### config.mk
export PLATFORM = sky130hd
export DESIGN_NAME = hb_gate_ctrl
export DESIGN_NICKNAME = d
export VERILOG_FILES = /design/src/rtl/hb_gate_pkg.sv /design/src/rtl/hb_sync.sv /design/src/rtl/hb_decode.sv /design/src/rtl/hb_deadtime.sv /design/src/rtl/hb_gate_ctrl.sv
export SDC_FILE = /design/constraint.sdc
export NUM_CORES = 1
export LEC_CHECK = 0
export BUFFER_PORTS_ARGS = -buffer_cell sky130_fd_sc_hd__buf_4
export CAP_MARGIN = 20
export CORE_MARGIN = 5
export CORE_UTILIZATION = 46
export DETAILED_ROUTE_END_ITERATION = 8
export PLACE_DENSITY = 0.71
export SKIP_CTS_REPAIR_TIMING = 1
export SKIP_LAST_GASP = 1
export SLEW_MARGIN = 20
export SYNTH_ARGS = -nofsm -noshare
export SYNTH_HDL_FRONTEND = slang
export SYNTH_SLANG_ARGS = --single-unit
### constraint.sdc
create_clock -name clk_i -period 3.58 [get_ports clk_i]
set_input_delay 0.716 -clock clk_i [delete_from_list [all_inputs] [get_ports clk_i]]
set_output_delay 0.716 -clock clk_i [all_outputs]
set_load 0.1 [all_outputs]
### src/rtl/hb_gate_pkg.sv
package hb_gate_pkg;

  // bit 0 = high-side enable, bit 1 = low-side enable
  typedef enum logic [1:0] {
    LEG_OFF = 2'b00,
    LEG_HS  = 2'b01,
    LEG_LS  = 2'b10
  } leg_e;

  function automatic int unsigned dt_cycles(int unsigned ns, int unsigned mhz);
    return (ns * mhz + 999) / 1000;
  endfunction

endpackage

### src/rtl/hb_sync.sv
module hb_sync #(
  parameter int W      = 2,
  parameter int STAGES = 2
) (
  input  logic         clk_i,
  input  logic         rst_ni,
  input  logic [W-1:0] d_i,
  output logic [W-1:0] q_o
);

  logic [W-1:0] st_q [STAGES];

  for (genvar i = 0; i < STAGES; i++) begin : g_stage
    if (i == 0) begin : g_first
      always_ff @(posedge clk_i or negedge rst_ni) begin
        if (!rst_ni) st_q[i] <= '0;
        else         st_q[i] <= d_i;
      end
    end else begin : g_next
      always_ff @(posedge clk_i or negedge rst_ni) begin
        if (!rst_ni) st_q[i] <= '0;
        else         st_q[i] <= st_q[i-1];
      end
    end
  end

  assign q_o = st_q[STAGES-1];

endmodule

### src/rtl/hb_decode.sv
module hb_decode
  import hb_gate_pkg::*;
(
  input  logic hi_i,
  input  logic lo_i,
  input  logic sd_ni,
  input  logic uv_i,
  input  logic hs_uv_i,
  input  logic fault_i,
  output leg_e req_o,
  output logic ovr_o
);

  leg_e raw;

  always_comb begin
    unique case ({hi_i, lo_i})
      2'b10:   raw = LEG_HS;
      2'b01:   raw = LEG_LS;
      default: raw = LEG_OFF;  // idle or interlock
    endcase
  end

  // high-side undervoltage only overrides a high-side request
  assign ovr_o = ~sd_ni | uv_i | fault_i | (hs_uv_i & (raw == LEG_HS));
  assign req_o = ovr_o ? LEG_OFF : raw;

endmodule

### src/rtl/hb_deadtime.sv
module hb_deadtime
  import hb_gate_pkg::*;
#(
  parameter int DT_CYC = 18
) (
  input  logic clk_i,
  input  logic rst_ni,
  input  leg_e req_i,
  input  logic ovr_i,
  output leg_e gate_o
);

  localparam int CW = $clog2(DT_CYC + 1);
  localparam logic [CW-1:0] DT_MAX = CW'(DT_CYC);

  leg_e          gate_q, gate_d;
  logic [CW-1:0] cnt_q, cnt_d, elapsed;

  // low cycles completed including the current one, saturating
  assign elapsed = (cnt_q >= DT_MAX) ? cnt_q : cnt_q + 1'b1;

  always_comb begin
    gate_d = gate_q;
    cnt_d  = cnt_q;
    if (ovr_i) begin
      gate_d = LEG_OFF;
      cnt_d  = '0;
    end else if (gate_q != LEG_OFF) begin
      if (req_i != gate_q) begin
        gate_d = LEG_OFF;
        cnt_d  = '0;
      end
    end else begin
      cnt_d = elapsed;
      if (elapsed >= DT_MAX && req_i != LEG_OFF) gate_d = req_i;
    end
  end

  always_ff @(posedge clk_i or negedge rst_ni) begin
    if (!rst_ni) begin
      gate_q <= LEG_OFF;
      cnt_q  <= '0;
    end else begin
      gate_q <= gate_d;
      cnt_q  <= cnt_d;
    end
  end

  assign gate_o = gate_q;

endmodule

### src/rtl/hb_gate_ctrl.sv
module hb_gate_ctrl
  import hb_gate_pkg::*;
#(
  parameter int unsigned DEAD_NS     = 180,
  parameter int unsigned CLK_MHZ     = 100,
  parameter int          SYNC_STAGES = 2
) (
  input  logic clk_i,
  input  logic rst_ni,
  input  logic hi_cmd_i,
  input  logic lo_cmd_i,
  input  logic sd_ni,
  input  logic uv_i,
  input  logic hs_uv_i,
  input  logic fault_i,
  output logic hs_gate_o,
  output logic ls_gate_o
);

  localparam int DT_CYC = int'(dt_cycles(DEAD_NS, CLK_MHZ));

  logic [1:0] cmd_s;
  leg_e       req, gate;
  logic       ovr;

  hb_sync #(.W(2), .STAGES(SYNC_STAGES)) u_sync (
    .clk_i  (clk_i),
    .rst_ni (rst_ni),
    .d_i    ({hi_cmd_i, lo_cmd_i}),
    .q_o    (cmd_s)
  );

  hb_decode u_dec (
    .hi_i    (cmd_s[1]),
    .lo_i    (cmd_s[0]),
    .sd_ni   (sd_ni),
    .uv_i    (uv_i),
    .hs_uv_i (hs_uv_i),
    .fault_i (fault_i),
    .req_o   (req),
    .ovr_o   (ovr)
  );

  hb_deadtime #(.DT_CYC(DT_CYC)) u_dt (
    .clk_i  (clk_i),
    .rst_ni (rst_ni),
    .req_i  (req),
    .ovr_i  (ovr),
    .gate_o (gate)
  );

  // fault path bypasses the register
  assign hs_gate_o = gate[0] & ~fault_i;
  assign ls_gate_o = gate[1] & ~fault_i;

endmodule

== Yosys cells after proc, flatten, opt, wreduce, memory -nomap -nowiden ==
Index checks and enable logic that the tools add are counted.
Storage, ports and cells
  register bits: 11
  logic and storage cells: 35
Operators by class
  add/subtract/negate cells: 1
  magnitude comparators: 2
  eq/ne operators: 5
  multiplexer cells: 10
  bitwise operators: 8
  reduce and logical (&&, ||, !) cells: 5
Operator list (number)
  $mux 5: 4
  $ge 5x5->1 const B: 2
  $mux 2: 5
  $add 5x1->5 const B: 1
  $eq 2x1->1 const B: 2
  $pmux 2 s2: 1
  $reduce_bool 2->1: 2
  $and 1x1->1: 3
  $ne 3x3->1 const B: 1
  $or 1x1->1: 3
  $reduce_bool 3->1: 1
  $eq 2x2->1 const B: 1
  $ne 2x2->1: 1
  $not 1->1: 2
  $reduce_and 2->1: 1
  $logic_and 1x1->1: 1

== Longest topological paths before layout ==
Gate-level depths: netlist of the first run.
  depth in word-level cells: 11
  depth in mapped cells: 6
  gate-level depth less buffers: 6

== Hierarchy ==
From an unflattened synthesis of the first run, not the netlist that was laid out.
Unflattened totals
  cell total of the unflattened synthesis: 68
  area total of the unflattened synthesis: 685.7 um2
By module, submodules not included
  hb_deadtime: instances 1, cells each 55, area an instance 516.7 um2
  hb_sync: instances 1, cells each 6, area an instance 115.1 um2
  hb_decode: instances 1, cells each 5, area an instance 41.3 um2
  hb_gate_ctrl: instances 1, cells each 2, area an instance 12.5 um2

== Least setup slack after synthesis of the first run ==
No wires, ideal clock.
  kind: input port to output port
  start: input port fault_i
  end: output port hs_gate_o
  arrival: 1.967 ns
  required time: 2.864 ns
  setup slack: 0.897 ns
  stages on the path: 1
  buffers on the path: 0
  path through: nor2_1
On the way
  longest elaborated chain between the ends: 2
Ends and longest elaborated chain
  from (decl): RTL line hb_gate_ctrl.sv:15  | input logic fault_i,
  $not 1->1: RTL line hb_gate_ctrl.sv:53  | assign hs_gate_o = gate[0] & ~fault_i;
  $and 1x1->1: RTL line hb_gate_ctrl.sv:53
  to (decl): RTL line hb_gate_ctrl.sv:16  | output logic hs_gate_o,
No other way between the ends.

== Final worst setup path of the first run ==
  start: input port fault_i
  end: output port ls_gate_o
On the way
  longest elaborated chain between the ends: 2
Ends and longest elaborated chain
  $not 1->1: RTL line hb_gate_ctrl.sv:54  | assign ls_gate_o = gate[1] & ~fault_i;
  $and 1x1->1: RTL line hb_gate_ctrl.sv:54
  to (decl): RTL line hb_gate_ctrl.sv:17  | output logic ls_gate_o
No other way between the ends.

==> flow_metrics.tcl, run 1 <==
set metrics [dict create \
    max_freq_mhz 516 \
    groute.usage.overall_pct 14.1 \
    slew_headroom_pct 73.2 \
    grt_start_max_net_pins 12 \
    cts_buffer_depth 2 \
    path_max_fanout 3 \
    fin_util_pct 54.9 \
    grt_pass1_wl_um 2050 \
    numPortBuffers 9 \
    ioPinCount 10 \
    core_um2 1300 \
    dpl.hpwl_um 880 \
    setup_violations 0 \
    critPathLaunchType "input port" \
    power_leakage_nw 0.329 \
    async_reset_ff_share_pct 100 \
    yosysMostFrequentCell "dfrtp_1" \
    peakVddDrop_v 0.000198 \
    critPathKind "in -> out" \
    die_h_um 47.0 \
    insertion_delay_ps 270 \
    ys_types 30 \
    avgSynthCellArea_um2 10.7 \
    fin_nets 80 \
    power.density_nw_per_um2 327 \
    row_count 13 \
    netlist_top_cells_count "11 x dfrtp_1, 5 x inv_1, 5 x nor2_1" \
    antenna_found_initial 0 \
    status "completed" \
    root_buffer "clkbuf_4" \
    insertedDiodeCount 0 \
    grt-ovfl-total 0 \
    ys.flop_type "dfrtp_1" \
    placed_cell_area_um2 688 \
    drt_iter0_markers 17 \
    grt_pass1_vias 459 \
    postSynthCellCount 59 \
    netlist.top_cell.by_area "dfrtp_1" \
    cts.sinks 11 \
    first_pass_iters 4 \
    layout_min_cycle_time_ps 1940 \
    wirelength_um 1260 \
    synth-edff-count 0 \
    cts_tree "yes" \
    synth_fp_nets 69 \
    finalPower_mw 0.234 \
    drc 0 \
    drv_slew 0 \
    tns_ps 0 \
    maxCapViolations 0 \
    detail-route-antenna-nets 0 \
    final-hold-violation-count 0 \
    dieArea_um2 2210 \
    cts-htree-levels 1 \
    critPathCaptureType "primary output" \
    start_util_pct 48.4 \
    fin_crit_sh_pct 54.1 \
    ys_seq_area_share_pct 43.7 \
    rsz0062_at_grt "false" \
    drive_above_1_share_pct 26.1 \
    skew_ps 6.44 \
    wl_per_cell_um 15.0 \
    gp_congestion 0.766 \
    yosysTopAreaCellShare_pct 43.7 \
    ys_warn_count 0 \
    ys_ff_latch 11 \
    num_vias 514 \
    hold_path_class "in -> async" \
    finalInstanceArea_um2 714 \
    worst_slew_pin_slew_ps 398 \
    crit_required_ps 2860 \
    cts_made_buffers 3 \
    clkTransAtPathRegs_ps 80 \
    dieWidth_um 47.0 \
    mappedNetlistArea_um2 629 \
    crit_arrival_ps 1220 \
    syn_to_final_growth_pct 13.5 \
    synthTopCellsByArea "dfrtp_1 44%, ha_1 4.0%, buf_6 3.6%" \
    vias_per_cell 6.12 \
]
==> power by group <==
group | internal (mW) | total, mW | switching (mW)
Combinational | 0.00981 | 0.0177 | 0.00789
Sequential | 0.127 | 0.129 | 0.00190
Clock | 0.0432 | 0.0873 | 0.0441
==> flip-flops by register name, summed over array words and instances (netlist names) <==
signal and cells:
u_dt.cnt_q 5, u_dt.gate_o 2, u_sync.q_o 2, u_sync.st_q 2
==> worst paths after layout <==
kind | cells past startpoint | to | slack [ps] | from
max | 3 | ls_gate_o | 1640 | fault_i
min | 1 | u_dt.cnt_q[1] | 260 | rst_ni
max reg2reg | 5 | u_dt.cnt_q[0] | 2010 | u_dt.cnt_q[0]
min reg2reg | 0 | u_sync.q_o[1] | 350 | u_sync.st_q[3]
max in group asynchronous | 1 | u_sync.q_o[0] | 3170 | rst_ni
min in group clk_i | 0 | u_sync.q_o[1] | 350 | u_sync.st_q[3]
==> area by class of cell <==
class	count	area [um^2]
Sequential cell	11	275
Inverter	5	18.8
Fill cell	123	587
Timing Repair Buffer	9	67.6
Multi-Input combinational cell	40	308
Clock buffer	4	26.3
Tap cell	15	18.8
==> placed cells by master, fill, tap and decap left out, types with 2 or more instances in the layout <==
cell type,netlist,final
o31ai_1,2,2
ha_1,2,2
a31oi_1,2,2
nor2_1,5,5
o21ai_0,2,2
o211ai_1,2,2
inv_1,5,5
clkbuf_4,0,3
nand2_1,2,2
a221o_1,2,2
and3_1,3,3
buf_4,0,9
a22o_1,2,2
dfrtp_1,11,11
==> per-layer routing <==
layer / GRT usage (%) / wire length [um]
met5: 0 / 0
met4: 9.94 / 34
met3: 3.45 / 83
met2: 21.1 / 579
met1: 17.6 / 560
==> through the flow <==
step	hold WS (ps)	std cells	setup WS (ps)
2_1_floorplan	331	59	897
3_3_place_gp	333	80	1650
3_5_place_dp	340	80	1640
4_1_cts	263	84	1640
5_1_grt	271	84	1610
6_report	258	84	1640
==> worst max-delay path: stages <==
cell	delay, ps
buf_4	130
nor2_1	80
buf_4	290
==> logic make-up after synthesis <==
group           synth area share, %
simple gates                   22.3
compound gates                 22.7
flops                          43.7
buf+inv                        7.36
fa+ha+maj                      3.98
Power figures use the tool's default switching activity.
==> run 2, diff against run 1 <==
--- a/config.mk
+++ b/config.mk
@@ -5,12 +5,13 @@
 export SDC_FILE = /design/constraint.sdc
 export NUM_CORES = 1
 export LEC_CHECK = 0
+export ABC_AREA = 1
 export BUFFER_PORTS_ARGS = -buffer_cell sky130_fd_sc_hd__buf_4
 export CAP_MARGIN = 20
 export CORE_MARGIN = 5
 export CORE_UTILIZATION = 46
 export DETAILED_ROUTE_END_ITERATION = 8
-export PLACE_DENSITY = 0.71
+export PLACE_DENSITY = 0.7
 export SKIP_CTS_REPAIR_TIMING = 1
 export SKIP_LAST_GASP = 1
 export SLEW_MARGIN = 20
==> constraint.sdc (replaced) <==
create_clock -name clk_i -period 2 [get_ports clk_i]
set_input_delay 0.4 -clock clk_i [delete_from_list [all_inputs] [get_ports clk_i]]
set_output_delay 0.4 -clock clk_i [all_outputs]
set_load 0.1 [all_outputs]
==> flow_metrics.tcl, run 2 <==
set metrics [dict create \
    status "completed" \
    async_reset_ff_share_pct 100 \
    die_h_um 48.6 \
    tns_ps 0 \
    grt_pass1_wl_um 2250 \
    synth_fp_nets 97 \
    root_buffer "clkbuf_4" \
    finalPower_mw 0.433 \
    wl_per_cell_um 11.1 \
    p_seq_share_pct 53.6 \
    path_max_fanout 5 \
    ys.flop_type "dfrtp_1" \
    slowest_delay_ps 420 \
    ff_latch_area_um2 275 \
    gp_congestion 0.889 \
    netlist.top_cell.by_area "dfrtp_1" \
    dp_slack_ps 412 \
    largest_reg_flops 5 \
    syn_to_final_growth_pct 19.0 \
    reg2reg_depth 12 \
    crit_arrival_ps 1780 \
    skew_ps 6.46 \
    fillerInstances 142 \
    drt_iter0_markers 6 \
    r2r_start "u_dt.cnt_q[0]" \
    fin_nets 112 \
    groute.usage.overall_pct 12.2 \
    cts-htree-levels 1 \
    postSynthCellCount 87 \
    avgSynthCellArea_um2 7.87 \
    cts_tree "yes" \
    wirelength_um 1290 \
    vias_per_cell 5.21 \
    ys_seq_area_share_pct 40.2 \
    drc 0 \
    switching_share_pct 25.6 \
    mappedNetlistArea_um2 684 \
    drv_slew 0 \
    r2r_slack_ps 390 \
    numPortBuffers 9 \
    num_vias 609 \
    drive_above_1_share_pct 25.7 \
    critPathLaunchType "flip-flop" \
    setup_violations 0 \
    crit_path_top_delay_cell "dfrtp_1" \
    worst_slew_pin_slew_ps 281 \
    intPower_mw 0.322 \
    netlist_top_cells_count "21 x nand2_1, 12 x inv_1, 11 x dfrtp_1" \
    crit_required_ps 2170 \
    multi_input_area_um2 369 \
    cts.sinks 11 \
    core_um2 1450 \
    holdPathStages 1 \
    power_frac_comb_pct 11.0 \
    dpl.hpwl_um 1010 \
    row_count 14 \
    cts_buffer_depth 2 \
    grt_pass1_vias 557 \
    max_freq_mhz 621 \
    power.density_nw_per_um2 531 \
    grt-ovfl-total 0 \
    critPathCaptureType "flip-flop" \
    cts_made_buffers 3 \
    final_cell_mix "21 x nand2_1, 12 x inv_1, 11 x dfrtp_1, 9 x nand3_1, 9 x buf_4" \
    final-hold-violation-count 0 \
    start_util_pct 47.1 \
    yosysMostFrequentCell "nand2_1" \
    detail-route-antenna-nets 0 \
    synth-edff-count 0 \
    grt_start_max_net_pins 12 \
    layout_setup_ws_ps 389 \
    finalInstanceArea_um2 815 \
    crit_family "simple AND/OR/NAND/NOR gates" \
    insertedDiodeCount 0 \
    layout_min_cycle_time_ps 1610 \
    placed_cell_area_um2 777 \
    dieArea_um2 2360 \
    yosysTopAreaCellShare_pct 40.2 \
    crit_buf_inv 1 \
    slew_headroom_pct 81.4 \
    ys_types 19 \
    cpMostUsedCell "nand2_1" \
    antenna_found_initial 0 \
    hold_ws_ps 230 \
    r2r-end "u_dt.gate_o[1]" \
    synthTopCellsByArea "dfrtp_1 40%, nand2_1 12%, nand3_1 6.6%" \
    first_pass_iters 5 \
    ioPinCount 10 \
    dieWidth_um 48.6 \
    insertion_delay_ps 280 \
    peakVddDrop_v 0.000368 \
    critPathKind "reg -> reg" \
    hold_path_class "in -> reg" \
    rsz0062_at_grt "false" \
    final_common_cell "nand2_1" \
    ys_ff_latch 11 \
    clkTransAtPathRegs_ps 70 \
    hp-start "hi_cmd_i" \
    power_switching_mw 0.111 \
    power_leakage_nw 0.388 \
    cp_cell_sequence "inv_1 > ha_1 > nor2_1 > nand2_1 > nand2_1 > nand2_1 > nand2_1 > nand3_1 > nand3_4 > nand2_2 > nand2_1 > nand2_1" \
    hold_end "u_sync.st_q[3]" \
    fin_crit_sh_pct 80.5 \
    maxCapViolations 0 \
    p_clk_share_pct 35.4 \
    ys_warn_count 0 \
    top_register "u_dt.cnt_q" \
]
## run 2: final cells by class
cell class	count	share of cell area, %
Multi-Input combinational cell	64	45.3
Sequential cell	11	33.8
Timing Repair Buffer	10	9.52
Inverter	12	5.53
Clock buffer	3	2.76
Tap cell	16	2.46
Clock inverter	1	0.614
## run 2: cells by family after synthesis
group           count (synthesis)  synth area share (%)
compound gates                  7                  5.67
xor+xnor                        1                  1.28
fa+ha+maj                       2                  3.66
buf+inv                        12                  6.58
flops                          11                  40.2
simple gates                   54                  42.6
## run 2: worst max path at each step
stage / start / end / slack (ps) / cells past startpoint
2_1_floorplan: u_dt.gate_o[1] / ls_gate_o / 410 / 2
3_3_place_gp: uv_i / u_dt.gate_o[0] / 450 / 11
3_5_place_dp: uv_i / u_dt.gate_o[1] / 410 / 11
4_1_cts: u_dt.cnt_q[0] / u_dt.gate_o[1] / 410 / 12
5_1_grt: u_dt.cnt_q[0] / u_dt.gate_o[1] / 240 / 12
6_report: u_dt.cnt_q[0] / u_dt.gate_o[1] / 390 / 12
## run 2: worst reg2reg max path, stage by stage, from the launching register on
cell and delay, ps:
dfrtp_1 420, inv_1 60, ha_1 190, nor2_1 80, nand2_1 90, nand2_1 120
nand2_1 70, nand2_1 90, nand3_1 110, nand3_4 100, nand2_2 50, nand2_1 60
nand2_1 50
## run 2: per-layer routing
| metal | vias up | GRT usage (%) | wire, um | share of wire (%) |
|---|---|---|---|---|
| li1 | 306 | - | - | - |
| met1 | 278 | 13.5 | 580 | 45 |
| met2 | 20 | 19.6 | 586 | 45 |
| met3 | 5 | 3.07 | 82 | 6.3 |
| met4 | 0 | 9.42 | 46 | 3.6 |
| met5 | - | 0 | 0 | 0 |
## run 2: power groups by stage
stage / Clock (mW) / Sequential [mW] / Combinational [mW]
after floorplan: 0 / 0.235 / 0.0241
after global placement: 0 / 0.236 / 0.0461
after detailed placement: 0 / 0.236 / 0.0467
after CTS: 0.158 / 0.232 / 0.0468
after global routing: 0.172 / 0.233 / 0.0537
final: 0.153 / 0.232 / 0.0478
## run 2: per-stage QoR
step           instances  util (%)
6_report             117      56.0
5_1_grt              117      56.0
4_1_cts              116      55.3
3_5_place_dp         112      53.4
3_3_place_gp         112      53.4
2_1_floorplan         87         -
